<file path="config.mk">
export PLATFORM = sky130hd
export DESIGN_NAME = intc_regwin
export DESIGN_NICKNAME = d
export VERILOG_FILES = /design/src/rtl/regwin_pkg.sv /design/src/rtl/regwin_decode.sv /design/src/rtl/regwin_entry_bank.sv /design/src/rtl/regwin_readmux.sv /design/src/rtl/intc_regwin.sv
export SDC_FILE = /design/constraint.sdc
export NUM_CORES = 2
export LEC_CHECK = 0
export ABC_CLOCK_PERIOD_IN_PS = 4700
export BUFFER_PORTS_ARGS = -buffer_cell sky130_fd_sc_hd__buf_4
export CAP_MARGIN = 10
export CORE_AREA = 2 2 673 675
export DETAILED_ROUTE_END_ITERATION = 8
export DIE_AREA = 0 0 675 677
export MAX_ROUTING_LAYER = met4
export SYNTH_ARGS = -nofsm -noshare
export SYNTH_HDL_FRONTEND = slang
export SYNTH_HIERARCHICAL = 1
export SYNTH_SLANG_ARGS = --single-unit
</file>
<file path="constraint.sdc">
create_clock -name clk -period 4.7 [get_ports clk]
set_clock_uncertainty 0.2 [all_clocks]
set_input_delay 0.94 -clock clk [delete_from_list [all_inputs] [get_ports clk]]
set_output_delay 0.94 -clock clk [all_outputs]
set_load 0.03 [all_outputs]
</file>
<file path="src/rtl/regwin_pkg.sv">
package regwin_pkg;

    localparam int SEL_W  = 8;
    localparam int IDX_W  = SEL_W - 1;
    localparam int ENT_W  = 64;
    localparam int ID_LSB = 24;

    localparam logic [7:0] OFF_SEL = 8'h00;
    localparam logic [7:0] OFF_WIN = 8'h10;
    localparam logic [7:0] OFF_EOI = 8'h40;
    localparam logic [7:0] SEL_ENT_BASE = 8'h10;

    // entry bit positions decoded by the delivery engine
    localparam int B_PEND = 12;
    localparam int B_RIRR = 14;
    localparam int B_TRIG = 15;
    localparam int B_MASK = 16;

    localparam logic [ENT_W-1:0] ENT_RW_MASK = 64'hFFFF_0000_0001_AFFF;
    localparam logic [ENT_W-1:0] ENT_RST     = 64'h0000_0000_0001_0000;

    typedef enum logic [2:0] {
        K_ID, K_VER, K_ARB, K_ENT, K_NONE
    } win_kind_e;

    typedef struct packed {
        logic             at_sel;
        logic             at_win;
        logic             at_eoi;
        logic             size_ok;
        win_kind_e        kind;
        logic [IDX_W-1:0] idx;
        logic             hi;
    } dec_t;

    function automatic logic [ENT_W-1:0] merge_half(
        input logic [ENT_W-1:0] cur, input logic hi, input logic [31:0] d);
        logic [ENT_W-1:0] m;
        m = hi ? {d, cur[31:0]} : {cur[63:32], d};
        return m & ENT_RW_MASK;
    endfunction

endpackage

</file>
<file path="src/rtl/regwin_decode.sv">
module regwin_decode
    import regwin_pkg::*;
#(
    parameter int ADDR_W = 12,
    parameter int NPINS  = 24
) (
    input  logic [ADDR_W-1:0] addr,
    input  logic [3:0]        size,
    input  logic [SEL_W-1:0]  sel,
    output dec_t              dec
);
    logic [7:0]       off;
    logic [SEL_W-1:0] rel;

    always_comb begin
        off         = addr[7:0];
        rel         = sel - SEL_ENT_BASE;
        dec.at_sel  = (off == OFF_SEL);
        dec.at_win  = (off == OFF_WIN);
        dec.at_eoi  = (off == OFF_EOI);
        dec.size_ok = (size == 4'd4);
        dec.idx     = rel[SEL_W-1:1];
        dec.hi      = sel[0];
        if (sel == 8'h00)
            dec.kind = K_ID;
        else if (sel == 8'h01)
            dec.kind = K_VER;
        else if (sel == 8'h02)
            dec.kind = K_ARB;
        else if (sel >= SEL_ENT_BASE && 32'(dec.idx) < NPINS)
            dec.kind = K_ENT;
        else
            dec.kind = K_NONE;
    end
endmodule

</file>
<file path="src/rtl/regwin_entry_bank.sv">
module regwin_entry_bank
    import regwin_pkg::*;
#(
    parameter int NPINS = 24
) (
    input  logic                   clk,
    input  logic                   rst,
    input  logic                   we,
    input  logic [IDX_W-1:0]       idx,
    input  logic                   hi,
    input  logic [31:0]            wdata,
    input  logic [NPINS-1:0]       pend_status,
    input  logic [NPINS-1:0]       rirr_set,
    input  logic [NPINS-1:0]       rirr_clr,
    output logic [NPINS*ENT_W-1:0] ent_flat
);
    for (genvar i = 0; i < NPINS; i++) begin : g_pin
        logic [ENT_W-1:0] ent_q;
        logic [ENT_W-1:0] ent_d;
        logic [ENT_W-1:0] wval;
        logic             hit;
        logic             rirr_n;

        always_comb begin
            hit    = we && (32'(idx) == i);
            wval   = merge_half(ent_q, hi, wdata);
            rirr_n = rirr_set[i] ? 1'b1 : (rirr_clr[i] ? 1'b0 : ent_q[B_RIRR]);
            ent_d  = hit ? wval : ent_q;
            ent_d[B_PEND] = pend_status[i];
            ent_d[B_RIRR] = (hit && !wval[B_TRIG]) ? 1'b0 : rirr_n;
        end

        always_ff @(posedge clk) begin
            if (rst)
                ent_q <= ENT_RST;
            else
                ent_q <= ent_d;
        end

        assign ent_flat[i*ENT_W +: ENT_W] = ent_q;

        // an edge-mode result of a write leaves remote-IRR clear
        p_edge_clear_r8: assert property (@(posedge clk) disable iff (rst)
            (we && 32'(idx) == i && !(hi ? ent_q[B_TRIG] : wdata[B_TRIG]))
            |=> !ent_q[B_RIRR]);

        // a level-mode write with no status pulse keeps remote-IRR
        p_ro_hold_r7: assert property (@(posedge clk) disable iff (rst)
            (we && 32'(idx) == i && !rirr_set[i] && !rirr_clr[i]
             && (hi ? ent_q[B_TRIG] : wdata[B_TRIG]))
            |=> (ent_q[B_RIRR] == $past(ent_q[B_RIRR])));

        // delivery-pending mirrors its input with one cycle lag
        p_pend_mirror_r7: assert property (@(posedge clk) disable iff (rst)
            1'b1 |=> (ent_q[B_PEND] == $past(pend_status[i])));
    end
endmodule

</file>
<file path="src/rtl/regwin_readmux.sv">
module regwin_readmux
    import regwin_pkg::*;
#(
    parameter int         NPINS   = 24,
    parameter logic [7:0] VERSION = 8'h20
) (
    input  dec_t                   dec,
    input  logic [SEL_W-1:0]       sel,
    input  logic [3:0]             id,
    input  logic [NPINS*ENT_W-1:0] ent_flat,
    output logic [31:0]            rval
);
    localparam logic [7:0] MAX_PIN = 8'(NPINS - 1);

    logic [ENT_W-1:0] ent;

    always_comb begin
        ent  = '0;
        rval = '0;
        for (int i = 0; i < NPINS; i++)
            if (32'(dec.idx) == i)
                ent = ent_flat[i*ENT_W +: ENT_W];
        if (dec.at_sel) begin
            rval = {{(32-SEL_W){1'b0}}, sel};
        end else if (dec.at_win && dec.size_ok) begin
            unique case (dec.kind)
                K_ID, K_ARB: rval = {4'h0, id, 24'h0};
                K_VER:       rval = {8'h00, MAX_PIN, 8'h00, VERSION};
                K_ENT:       rval = dec.hi ? ent[63:32] : ent[31:0];
                default:     rval = '0;
            endcase
        end
    end
endmodule

</file>
<file path="src/rtl/intc_regwin.sv">
module intc_regwin
    import regwin_pkg::*;
#(
    parameter int         ADDR_W  = 12,
    parameter int         NPINS   = 24,
    parameter logic [7:0] VERSION = 8'h20
) (
    input  logic                   clk,
    input  logic                   rst,
    input  logic [ADDR_W-1:0]      acc_addr,
    input  logic [3:0]             acc_size,
    input  logic                   acc_wr,
    input  logic                   acc_rd,
    input  logic [31:0]            acc_wdata,
    output logic [31:0]            acc_rdata,
    input  logic [NPINS-1:0]       pend_status,
    input  logic [NPINS-1:0]       rirr_set,
    input  logic [NPINS-1:0]       rirr_clr,
    output logic                   svc_req,
    output logic                   eoi_valid,
    output logic [7:0]             eoi_vector,
    output logic [NPINS*ENT_W-1:0] ent_flat
);
    localparam bit EOI_REG_PRESENT = (VERSION == 8'h20);

    logic [SEL_W-1:0] sel_q;
    logic [3:0]       id_q;
    dec_t             dec;
    logic [31:0]      rval;
    logic             win_ok;
    logic             ent_we;
    logic             eoi_we;

    regwin_decode #(.ADDR_W(ADDR_W), .NPINS(NPINS)) u_dec (
        .addr(acc_addr), .size(acc_size), .sel(sel_q), .dec(dec)
    );

    assign win_ok = acc_wr && dec.at_win && dec.size_ok;
    assign ent_we = win_ok && (dec.kind == K_ENT);
    assign eoi_we = EOI_REG_PRESENT && acc_wr && dec.at_eoi && dec.size_ok;

    regwin_entry_bank #(.NPINS(NPINS)) u_bank (
        .clk(clk), .rst(rst), .we(ent_we), .idx(dec.idx), .hi(dec.hi),
        .wdata(acc_wdata), .pend_status(pend_status),
        .rirr_set(rirr_set), .rirr_clr(rirr_clr), .ent_flat(ent_flat)
    );

    regwin_readmux #(.NPINS(NPINS), .VERSION(VERSION)) u_rmux (
        .dec(dec), .sel(sel_q), .id(id_q), .ent_flat(ent_flat), .rval(rval)
    );

    always_ff @(posedge clk) begin
        if (rst) begin
            sel_q      <= '0;
            id_q       <= '0;
            acc_rdata  <= '0;
            svc_req    <= 1'b0;
            eoi_valid  <= 1'b0;
            eoi_vector <= '0;
        end else begin
            if (acc_wr && dec.at_sel)
                sel_q <= acc_wdata[SEL_W-1:0];
            if (win_ok && dec.kind == K_ID)
                id_q <= acc_wdata[ID_LSB +: 4];
            acc_rdata <= acc_rd ? rval : '0;
            svc_req   <= ent_we;
            eoi_valid <= eoi_we;
            if (eoi_we)
                eoi_vector <= acc_wdata[7:0];
        end
    end

    // every accepted entry write yields a service request
    p_svc_follows_r9: assert property (@(posedge clk) disable iff (rst)
        (acc_wr && dec.at_win && dec.size_ok && dec.kind == K_ENT) |=> svc_req);

    // an end-of-interrupt strobe only follows a write
    p_eoi_from_write_r10: assert property (@(posedge clk) disable iff (rst)
        eoi_valid |-> $past(acc_wr));

    // a wrongly sized window read returns zero
    p_badsize_zero_r3: assert property (@(posedge clk) disable iff (rst)
        (acc_rd && dec.at_win && !dec.size_ok) |=> (acc_rdata == 32'h0));

    // service request is a single-cycle pulse unless writes continue
    p_svc_pulse_r9: assert property (@(posedge clk) disable iff (rst)
        (svc_req && !acc_wr) |=> !svc_req);
endmodule

</file>
==> reports/results.tsv, run 1 <==
stage	metric	value	unit
global_routing	grt_pass1_wl	757	mm
synth	syn_inst	5769	
global_routing	antenna_found_initial	311	
clocking	cts_sinks	846	
sta	worst_endpoint	acc_rdata[30]$_SDFF_PP0_/D	
synth	synth_seq_area_share	32.7	%
clocking	clockBufferDepth	4	
synth	async_reset_ff_share	0	%
global_routing	grt_pass1_vias	50539	
global_routing	grt_overflow	0	
global_routing	grt_max_degree	127	
synth	synth_edf_count	0	
run_status	stop_stage	detailed routing (5_2_route)	
placed_design	port_buffers	951	
die	io_pins	1702	
die	die_h	677	µm
die	die_w	675	µm
placed_design	pre_cts_ws	-0.433	ns
clocking	cts-root-buf	clkbuf_16	
run_status	status	aborted with a tool error	
placed_design	hpwl	534	mm
die	num_rows	247	
synth	yosysWarningCount	6	
clocking	cts_max_level	3	
run_status	tool.error	[ERROR DRT-0255] Maze Route cannot find path of net ent_flat[1455] in worker of routeBox ( 627900 386400 ) ( 675000 434700 ).	
synth	syn_area	51800	µm²
synth	synth_ff_type	dfxtp_1	
synth	synth.avg_cell_area	8.97	µm²
placed_design	dpl.cell_count	12791	
placed_design	place_congestion	0.984	
synth	synth_seq_cells	846	
sta	worst-ep-kind	register data pin	
synth	ys_types	101	
global_routing	grt_use_total	27.6	%
die	start_util	11.5	%
clocking	cts_buffers	120	
[synthesized netlist by cell type (27+ instances only)]
cell      instances  area (µm²)
inv_1            31         116
a221oi_1         81         709
nand2b_1        765        4790
nor2b_1          53         332
nand3_2          31         310
a211oi_1         46         345
mux2i_1         841        8420
dfxtp_1         846       16900
buf_2           160         801
o221ai_1         33         289
o21ai_0         180         901
o22ai_1          72         450
nor3_1           47         235
nand2_1         271        1020
o211ai_1         27         203
buf_4           800        6010
a21oi_1         245        1230
mux2_2           37         417
a22oi_1         151        1130
a22o_1           42         368
a222oi_1         32         320
nand3_1          78         390
nor2_1          181         679
and2_1           41         257
clkbuf_1        230         863
[per-layer routing]
metal and GRT usage [%]:
met2 41.4, met4 12.9, met1 31.9, met5 -, met3 11.3
[logic make-up after synthesis]
family,count (synthesis),synth area share [%]
and+or+nand+nor,1637,18.5
buffers and inverters,1254,15.6
muxes,898,17.9
AOI/OAI and AO/OA,1129,15.2
xor gates and xnor gates,2,0.0339
other,1,0.00725
adders and majority gates,2,0.0483
DFF,846,32.7
[per-stage QoR]
step	hold slack (ns)	cell area [µm²]	setup TNS, ns
2_1_floorplan	0.248	54500	0
3_5_place_dp	0.255	67600	-1.58
3_3_place_gp	0.250	67600	-1.55
5_1_grt	0.0464	72400	0
4_1_cts	0.000552	71900	0
[repair_timing]
| item | 4_1_cts | 5_1_grt |
|---|---|---|
| gates resized for setup | 7 | 7 |
| pin swaps | 3 | 7 |
| setup buffers | 4 | 6 |
| endpoints found under the hold margin | 3 | 0 |
| cloned | 0 | 0 |
| hold buffers | 3 | 0 |
| endpoints found under the setup margin | 8 | 7 |
==> run 2, diff against run 1 <==
--- a/config.mk
+++ b/config.mk
@@ -8,10 +8,10 @@
 export ABC_CLOCK_PERIOD_IN_PS = 4700
 export BUFFER_PORTS_ARGS = -buffer_cell sky130_fd_sc_hd__buf_4
 export CAP_MARGIN = 10
-export CORE_AREA = 2 2 673 675
+export CORE_AREA = 2 2 670 672
 export DETAILED_ROUTE_END_ITERATION = 8
-export DIE_AREA = 0 0 675 677
-export MAX_ROUTING_LAYER = met4
+export DIE_AREA = 0 0 672 674
+export PLACE_DENSITY_LB_ADDON = 0.15
 export SYNTH_ARGS = -nofsm -noshare
 export SYNTH_HDL_FRONTEND = slang
 export SYNTH_HIERARCHICAL = 1
==> run 2 against run 1 <==
Net effect:
- the flow now finishes, with violations (slew limit, setup timing)
- global-route usage shrank 1.5 points
- area after synthesis unchanged
- synthesized cell count is the same
==> reports/results.tsv, run 2 <==
stage	metric	value	unit	change
power	p_sw	6.35	mW	
drt	drtIter0Drc	5493		
global_routing	grt_pass1_wl	739	mm	-2.4%
clocking	cts_tree	done		
cells_and_area	drive_gt1_share	28.2	%	
die	io_pins	1702		unchanged
global_routing	grt_pass1_vias	51702		+2.3%
cells_and_area	multi_input_area	30100	µm²	
power	p_int	13.7	mW	
power	leakage	31.8	nW	
sta	grt_setup_unrepaired	false		
power	power.total	20.1	mW	
drt	vias	53524		
synth	syn_inst	5769		unchanged
cells_and_area	top_regs	u_bank/g_pin.ent_q x792, acc_rdata x32		
cells_and_area	fin_util	16.1	%	
drt	drt_wl_total	617	mm	
placed_design	dpl.cell_count	12769		-0.17%
clocking	cts-root-buf	clkbuf_16		
drt	drc	0		
power	switching_share	31.6	%	
sta	slew_viol_final	7		
synth	async_reset_ff_share	0	%	unchanged
synth	yosysMostFrequentCell	dfxtp_1		
sta	max_freq	0.211	GHz	
power	ir_worst_vdd	244	µV	
power	p_per_area	279	nW/µm²	
drt	post_drt_wl_per_cell	47.1	µm	
synth	ys_types	101		unchanged
cells_and_area	area.growth.synth_to_final	38.9	%	
sta	whs	0.0971	ns	
die	core	447000	µm²	
sta	fin_ws	-0.0500	ns	
worst_setup_path	required	5.25	ns	
die	num_rows	246		-0.40%
cells_and_area	fin_nets	7089		
worst_setup_path	rr_startpoint	sel_q[5]$_SDFFE_PP0P_		
clocking	cts_sinks	846		unchanged
sta	tightest_slew	1.91	ns	
synth	synth_top_cell_area_share	32.7	%	unchanged
clocking	clock_latency	0.88	ns	
die	die_h	674	µm	-0.44%
clocking	clockBufferDepth	4		unchanged
cells_and_area	largest-register	u_bank/g_pin.ent_q		
global_routing	grt_overflow	0		unchanged
synth	synth_edf_count	0		unchanged
global_routing	grt_max_degree	123		-3.1%
run_status	failed_checks	slew limit, setup timing		
global_routing	antenna_found_initial	252		-19%
power	pwr-share-seq	36.2	%	
placed_design	pre_cts_ws	-0.689	ns	-0.255 ns
worst_setup_path	path_max_fanout	13		
cells_and_area	final_common_cell	buf_4		
sta	maxSlewHeadroom	-28.9	%	
synth	yosysWarningCount	6		unchanged
cells_and_area	seq_area	17000	µm²	
synth	synthTopCellsByCount	dfxtp_1, mux2i_1, buf_4		
synth	synth_area_leader_cell	dfxtp_1		
die	start_util	11.6	%	+0.10 points
placed_design	place_congestion	0.909		-7.5%
synth	synth_seq_cells	846		unchanged
cells_and_area	layout_common_cells	buf_4, dfxtp_1, mux2i_1		
worst_setup_path	crit_path_start	sel_q[5]$_SDFFE_PP0P_		
die	die_area	453000	µm²	
sta	setup_viol	1		
run_status	status	finished, violations left		
global_routing	grt_use_total	26.1	%	-1.5 points
synth	synth.avg_cell_area	8.97	µm²	unchanged
worst_setup_path	cp-end-kind	flop		
worst_setup_path	start_kind	flop		
power	combinationalPowerShare	10.8	%	
synth	synth_seq_area_share	32.7	%	unchanged
drt	antenna_left	0		
sta	finalHoldViolCount	0		
clocking	cts_buffers	134		+12%
synth	syn_area	51800	µm²	unchanged
clocking	clk_pin_slew	0.06	ns	
clocking	cts_max_level	4		+1
worst_setup_path	path_class	reg -> reg		
worst_setup_path	cp.arrival	5.30	ns	
placed_design	hpwl	506	mm	-5.2%
synth	synth_ff_type	dfxtp_1		
worst_hold_path	hold_path.class	in -> reg		
synth	ys_top_cells_by_area	dfxtp_1, mux2i_1, buf_4, nand2b_1, a21oi_1		
drt	firstDrtPassIters	9		
placed_design	port_buffers	951		unchanged
power	clockPowerShare	53.1	%	
sta	min_period	4.75	ns	
worst_hold_path	min_from	pend_status[22]		
clocking	hold_buffers	0		-3
die	die_w	672	µm	-0.44%
sta	period_share	101	%	
cells_and_area	instances_no_fill	13106		
drt	viasPerCell	4.08		
job	maxCapViolCount	0		
cells_and_area	nFillCells	50621		
cells_and_area	largest_register_ffs	792		
[run 2: path summary, 6_finish.rpt]
kind	slack, ns	cells past startpoint	endpoint
max	-0.05	13	acc_rdata[19]$_SDFF_PP0_
min	0.1	2	u_bank/g_pin[22].ent_q[12]$_SDFF_PP0_
max reg2reg	-0.05	13	acc_rdata[19]$_SDFF_PP0_
min reg2reg	0.27	2	eoi_vector[7]$_SDFFE_PP0P_
[run 2: cell type report]
| class | count | share of cell area [%] |
|---|---|---|
| Clock buffer | 194 | 5.39 |
| Inverter | 33 | 0.190 |
| Timing Repair Buffer | 1536 | 17.6 |
| Sequential cell | 846 | 23.6 |
| Clock inverter | 37 | 0.649 |
| Antenna cell | 96 | 0.334 |
| Multi-Input combinational cell | 4412 | 41.9 |
| Tap cell | 5952 | 10.4 |
[run 2: logic make-up after synthesis]
logic type | Yosys count | share of synthesized area [%]
muxes | 898 | 17.9
buffers and inverters | 1254 | 15.6
xor gates and xnor gates | 2 | 0.0339
other | 1 | 0.00725
DFF | 846 | 32.7
and+or+nand+nor | 1637 | 18.5
adders and majority gates | 2 | 0.0483
AOI/OAI and AO/OA | 1129 | 15.2
[run 2: per-layer routing]
layer | track usage (%) | share of wire, %
met5 | 0 | 0.12
met4 | 10.6 | 4.7
met3 | 6.92 | 7.3
met2 | 45.7 | 49
met1 | 30.0 | 39
[run 2: power groups by stage]
stage               sequential [mW]  clock (mW)  combinational (mW)
global route                   7.25        11.1                2.20
finish                         7.25        10.6                2.16
detailed placement             7.41           0                1.71
global placement               7.41           0                1.71
CTS                            7.25        11.0                1.71
floorplan                      7.42           0                1.66
[run 2: what timing repair did]
action,CTS,global route
gates resized for setup,21,3
buffers inserted,10,0
pin swaps,4,0
hold endpoints to repair,0,0
setup endpoints to repair,26,2
[run 2: metrics by stage]
| stage | instance area (µm²) | setup TNS, ns |
|---|---|---|
| 2_1_floorplan | 54500 | 0 |
| 3_5_place_dp | 67100 | -5.83 |
| 5_1_grt | 71700 | 0 |
| 6_report | 71900 | -0.0500 |
| 4_1_cts | 71600 | 0 |
| 3_3_place_gp | 67100 | -6.69 |
[run 2: critical path: stages (launching register included)]
cell and delay, ns:
dfxtp_1 0.42, inv_1 0.10, ha_1 0.33, clkinvlp_4 0.34
or3_4 0.58, nor3_4 0.59, buf_8 0.41, a222oi_1 0.18
and4_1 0.22, o21ai_1 0.47, buf_4 0.31, a22oi_1 0.14
a21oi_1 0.15, and2_1 0.13
Note: power is estimated with default switching activity, not from simulation.
